$ cat src/rtl/twowire_link.sv
module twowire_link #(
  parameter int LAT = 2
) (
  input  logic clk_i,
  input  logic rst_i,
  input  logic data_i,
  output logic line_a_o,
  output logic line_b_o,
  input  logic line_a_i,
  input  logic line_b_i,
  output logic data_o,
  output logic valid_o,
  output logic err_o
);

  localparam int STG = (LAT > 1) ? LAT - 1 : 1;

  logic ta_q, tb_q, alt_q;

  always_ff @(posedge clk_i) begin
    if (rst_i) begin
      ta_q  <= 1'b0;
      tb_q  <= 1'b0;
      alt_q <= 1'b0;
    end else if (data_i) begin
      ta_q <= ~ta_q;
      tb_q <= ~tb_q;
    end else begin
      if (alt_q) tb_q <= ~tb_q;
      else       ta_q <= ~ta_q;
      alt_q <= ~alt_q;
    end
  end

  assign line_a_o = ta_q;
  assign line_b_o = tb_q;

  logic pa_q, pb_q, hist_q, err_q;
  logic tog_a, tog_b, raw_bit, gap;

  assign tog_a   = line_a_i ^ pa_q;
  assign tog_b   = line_b_i ^ pb_q;
  assign raw_bit = hist_q & tog_a & tog_b;
  assign gap     = hist_q & ~tog_a & ~tog_b;

  always_ff @(posedge clk_i) begin
    if (rst_i) begin
      pa_q   <= 1'b0;
      pb_q   <= 1'b0;
      hist_q <= 1'b0;
      err_q  <= 1'b0;
    end else begin
      pa_q   <= line_a_i;
      pb_q   <= line_b_i;
      hist_q <= 1'b1;
      if (gap) err_q <= 1'b1;
    end
  end

  assign err_o = err_q;

  generate
    if (LAT <= 1) begin : g_direct
      assign data_o  = raw_bit;
      assign valid_o = hist_q;
    end else begin : g_pipe
      logic [STG-1:0] dsh_q, vsh_q;
      always_ff @(posedge clk_i) begin
        if (rst_i) begin
          dsh_q <= '0;
          vsh_q <= '0;
        end else begin
          dsh_q[0] <= raw_bit;
          vsh_q[0] <= hist_q;
          for (int i = 1; i < STG; i++) begin
            dsh_q[i] <= dsh_q[i-1];
            vsh_q[i] <= vsh_q[i-1];
          end
        end
      end
      assign data_o  = dsh_q[STG-1];
      assign valid_o = vsh_q[STG-1];
    end
  endgenerate

  AST_LINE_CHANGE: assert property (@(posedge clk_i) disable iff (rst_i)
    hist_q |-> ({line_a_o, line_b_o} != $past({line_a_o, line_b_o})));
  AST_ERR_ON_GAP: assert property (@(posedge clk_i) disable iff (rst_i)
    (hist_q && !(line_a_i ^ pa_q) && !(line_b_i ^ pb_q)) |=> err_o);
  AST_ERR_HOLD: assert property (@(posedge clk_i) disable iff (rst_i)
    err_o |=> err_o);
  AST_NO_EARLY_VALID: assert property (@(posedge clk_i) disable iff (rst_i)
    !hist_q |-> !valid_o);
  AST_QUIET_DATA: assert property (@(posedge clk_i) disable iff (rst_i)
    !valid_o |-> !data_o);

endmodule

$ cat config.mk
export PLATFORM = sky130hd
export DESIGN_NAME = twowire_link
export DESIGN_NICKNAME = d
export VERILOG_FILES = /design/src/rtl/twowire_link.sv
export SDC_FILE = /design/constraint.sdc
export NUM_CORES = 1
export LEC_CHECK = 0
export BUFFER_PORTS_ARGS = -buffer_cell sky130_fd_sc_hd__buf_4
export CORE_AREA = 2 2 39 41
export DETAILED_ROUTE_END_ITERATION = 16
export DIE_AREA = 0 0 41 43
export SETUP_SLACK_MARGIN = 0.5
export SLEW_MARGIN = 5
export SYNTH_ARGS = -nofsm -noshare
export SYNTH_HDL_FRONTEND = slang
export SYNTH_SLANG_ARGS = --single-unit
$ cat constraint.sdc
create_clock -name clk_i -period 1.1 [get_ports clk_i]
set_input_delay 0.22 -clock clk_i [delete_from_list [all_inputs] [get_ports clk_i]]
set_output_delay 0.22 -clock clk_i [all_outputs]
set_load 0.005 [all_outputs]
# Word level (Yosys, flattened, before mapping)
# Cells that the tools add are included.
[classes] muxes=5 bitwise=11 n_reduce_logical=1 eq_ne=1
[ops] cell="1-bit 2-to-1 mux" n=5
[ops] cell="1-bit inverter" n=5
[ops] cell="1-bit AND" n=4
[ops] cell="2-bit != test (second input constant)" n=1
[ops] cell="2-bit nonzero test" n=1
[ops] cell="1-bit XOR" n=2
[totals] regBits=9 wordCells=27 output_inout_bits=5

# Depth between registers and ports, before layout
[depth] depth_word=4 ltp_mapped=3 depth_no_buf=3

# Worst setup path after synthesis
# Ideal clock, no wire load.
[synth_path] kind="reg2reg" from="register pb_q" to="register err_q (netlist: err_o)" path_stages_with_launch=3 t_arrival_ns=0.669 setup_slack_ns=0.313 cell_sequence="dfxtp_1 -> xnor2_1 -> a32o_1"
[synth_between] elab_chain_cells=3
[synth_lines] item="start, declared" line="38" rtl="logic pa_q, pb_q, hist_q, err_q;"
[synth_lines] item="start signal, assigned" line="54" rtl="pb_q <= line_b_i;"
[synth_lines] item="1-bit XOR" line="42" rtl="assign tog_b = line_b_i ^ pb_q;"
[synth_lines] item="1-bit inverter" line="44" rtl="assign gap = hist_q & ~tog_a & ~tog_b;"
[synth_lines] item="1-bit AND" line="44"
[synth_lines] item="end signal, assigned" line="51" rtl="err_q <= 1'b0;"
[synth_lines] item="end signal, assigned" line="56" rtl="if (gap) err_q <= 1'b1;"
[synth_lines] item="end, declared" line="38"
# Every way passes these cells.
# A chain may end at the register's enable or synchronous reset.

# Worst setup path after layout
[layout_path] from="register tb_q (netlist: line_b_o)" to="output port line_b_o"
[layout_lines] item="start, declared" line="18" rtl="logic ta_q, tb_q, alt_q;"
[layout_lines] item="start signal, assigned" line="27" rtl="tb_q <= ~tb_q;"
[layout_lines] item="start signal, assigned" line="29" rtl="if (alt_q) tb_q <= ~tb_q;"
[layout_lines] item="end, declared" line="8" rtl="output logic line_b_o,"
# No word-level cell between the ends.

==> impl_metrics.toml <==
[status]
status = "completed"

[grt]
grt_pass1_wl_um = 793
overflow = 0
track_usage_pct = 6.84
grt_pass1_vias = 204
grt_max_degree = 8
antenna_found_initial = 0

[sta]
skew_ns = 0.000814
finalHoldViolations = 0
tns_ns = 0
drv_slew = 0
fmax_mhz = 1110
fin_ws_ns = 0.198
rsz0062_at_grt = "true"
setup_viol = 0
worstMarginPinSlew_ns = 0.163
finalCritPeriodShare_pct = 82.0
layout_min_cycle_time_ns = 0.902
worst_slew_margin_rel_pct = 89.1

[placement]
io_buffers = 9
place_ws_ns = 0.259
dp_hpwl_um = 347
dpl.cell_count = 50
place_area_um2 = 392
routabilityCongestion = 0.618

[floorplanning]
initial_core_util_pct = 21.2
coreArea_um2 = 1380
die_w_um = 41
dieArea_um2 = 1760
fp-row-count = 14
die_h_um = 43
pin_count = 10

[critical_path]
r2r-start = "pa_q"
crit_required_ns = 0.88
cp-startpoint = "line_b_o"
critPathTopFamily = "flip-flops"
end_kind = "output port"
max_stage_delay_ns = 0.32
reg2reg_slack_ns = 0.29
cp_data_arrival_time_ns = 0.68
critPathLaunchType = "register"
crit_type = "reg2out"
crit_chain = "buf_6"
cp.depth = 1
r2r_cells = 2
slowest_stage = "dfxtp_2"
r2r-end = "err_o"
crit_buf_inv = 1
crit_end = "line_b_o"
path_max_fanout = 2

[detailed_routing]
vias = 217
routed.top_layer = "met4"
wl_met1_um = 205
wl_per_cell_um = 8.44
dr_wl_met2_um = 208
ant_nets = 0
first_pass_iters = 3
via_per_inst = 3.81
drt_iter0_markers = 5
met3_length_um = 49
drc_errors = 0
drt-total-wl_um = 481

[logic_synthesis]
synth_cell_types = 10
yosysSeqAreaShare_pct = 61.5
ys_ff_latch = 9
synthesis.area_um2 = 293
synth_cells = 25
ys_top_cells_by_area = "dfxtp_1 (62%), xnor2_1 (9.0%), xor2_1 (6.0%), nor2_1 (5.1%), nor2b_1 (4.3%)"
synth_nets = 30
synth_top_area_cell = "dfxtp_1"
yosys.area.top_type_share_pct = 61.5
syn_avg_cell_area_um2 = 11.7
ys_warn_count = 0

[cells_and_area]
area_growth_pct = 72.6
fin_nets = 47
final_cell_mix = "dfxtp_2 (6), buf_4 (6), buf_6 (6)"
antenna_cells = 0
fin_util_pct = 36.5
num-fill-cells = 143
drive_above_1_share_pct = 70.7
final_area_um2 = 505
instances_no_fill = 57

[cts]
tritoncts = "done"
cts.sinks = 9
cts_made_buffers = 3
cts_root_buffer = "clkbuf_4"
clk_latency_ns = 0.25
hold_buffers = 0
clk_pin_slew_ns = 0.06
htreeDepth = 1
clockBufferDepth = 2

[flow_run]
maxCapViolations = 0

[power]
ir_worst_vdd_v = 0.000453
leakage_nw = 0.229
pwr_density_cell_nw_per_um2 = 1520

[worst_hold_path]
hp-class = "in2reg"
[synthesized netlist by cell type]
master / number
nor3b_2: 1
nand2b_1: 1
nor2b_2: 1
nor2b_1: 2
nor2_1: 4
a32o_1: 1
dfxtp_1: 9
xor2_1: 2
xnor2_1: 3
inv_1: 1
[flip-flops by register name, indices dropped and copies added, names as in the netlist]
name,flops
alt_q,1
data_o,1
err_o,1
hist_q,1
line_a_o,1
line_b_o,1
pa_q,1
pb_q,1
valid_o,1
[metrics by stage]
step / hold WS, ns / power (mW)
after floorplan: 0.285 / 0.421
after global placement: 0.446 / 0.467
after detailed placement: 0.453 / 0.470
after CTS: 0.178 / 0.779
after global routing: 0.186 / 0.815
final: 0.183 / 0.766
[layout make-up]
type	count	area, µm²	area share (%)
clock buffers	4	26.3	5.20
multi-input cells	15	151	30.0
inverters	1	3.75	0.743
well taps	16	20.0	3.96
flip-flops and latches	9	191	37.9
repair buffers	12	113	22.3
[metal layers]
layer / global-route usage (%) / vias up
li1: - / 110
met1: 8.41 / 96
met3: 1.57 / 2
met2: 9.38 / 9
met5: 0 / -
met4: 6.00 / 0
[report_power, final]
group	switching (mW)	total, mW	leakage [nW]	internal, mW
clock network	0.109	0.248	0.0150	0.139
logic	0.0445	0.141	0.137	0.0962
registers	0.0204	0.378	0.0772	0.357
[repair_timing]
| item | CTS | global route |
|---|---|---|
| resized for setup | 14 | 4 |
| setup buffers | 3 | 0 |
| endpoints found under the setup margin | 10 | 10 |
| pin swaps | 4 | 3 |
[how the worst min path moves through the flow]
stage	from	endpoint	slack [ns]	depth (start not counted)
global placement	rst_i	alt_q	0.45	2
finish	rst_i	line_a_o	0.18	2
global route	rst_i	valid_o	0.19	2
detailed placement	rst_i	alt_q	0.45	2
floorplan	rst_i	alt_q	0.28	1
CTS	rst_i	alt_q	0.18	2
[logic make-up (layout without fill, tap and decap cells)]
group | Yosys count | in the layout | synth area share (%)
buf+inv | 1 | 17 | 1.28
simple gates | 9 | 9 | 18.8
flops | 9 | 9 | 61.5
xor+xnor | 5 | 5 | 15.0
compound gates | 1 | 1 | 3.42
Power figures use the tool's default switching activity.
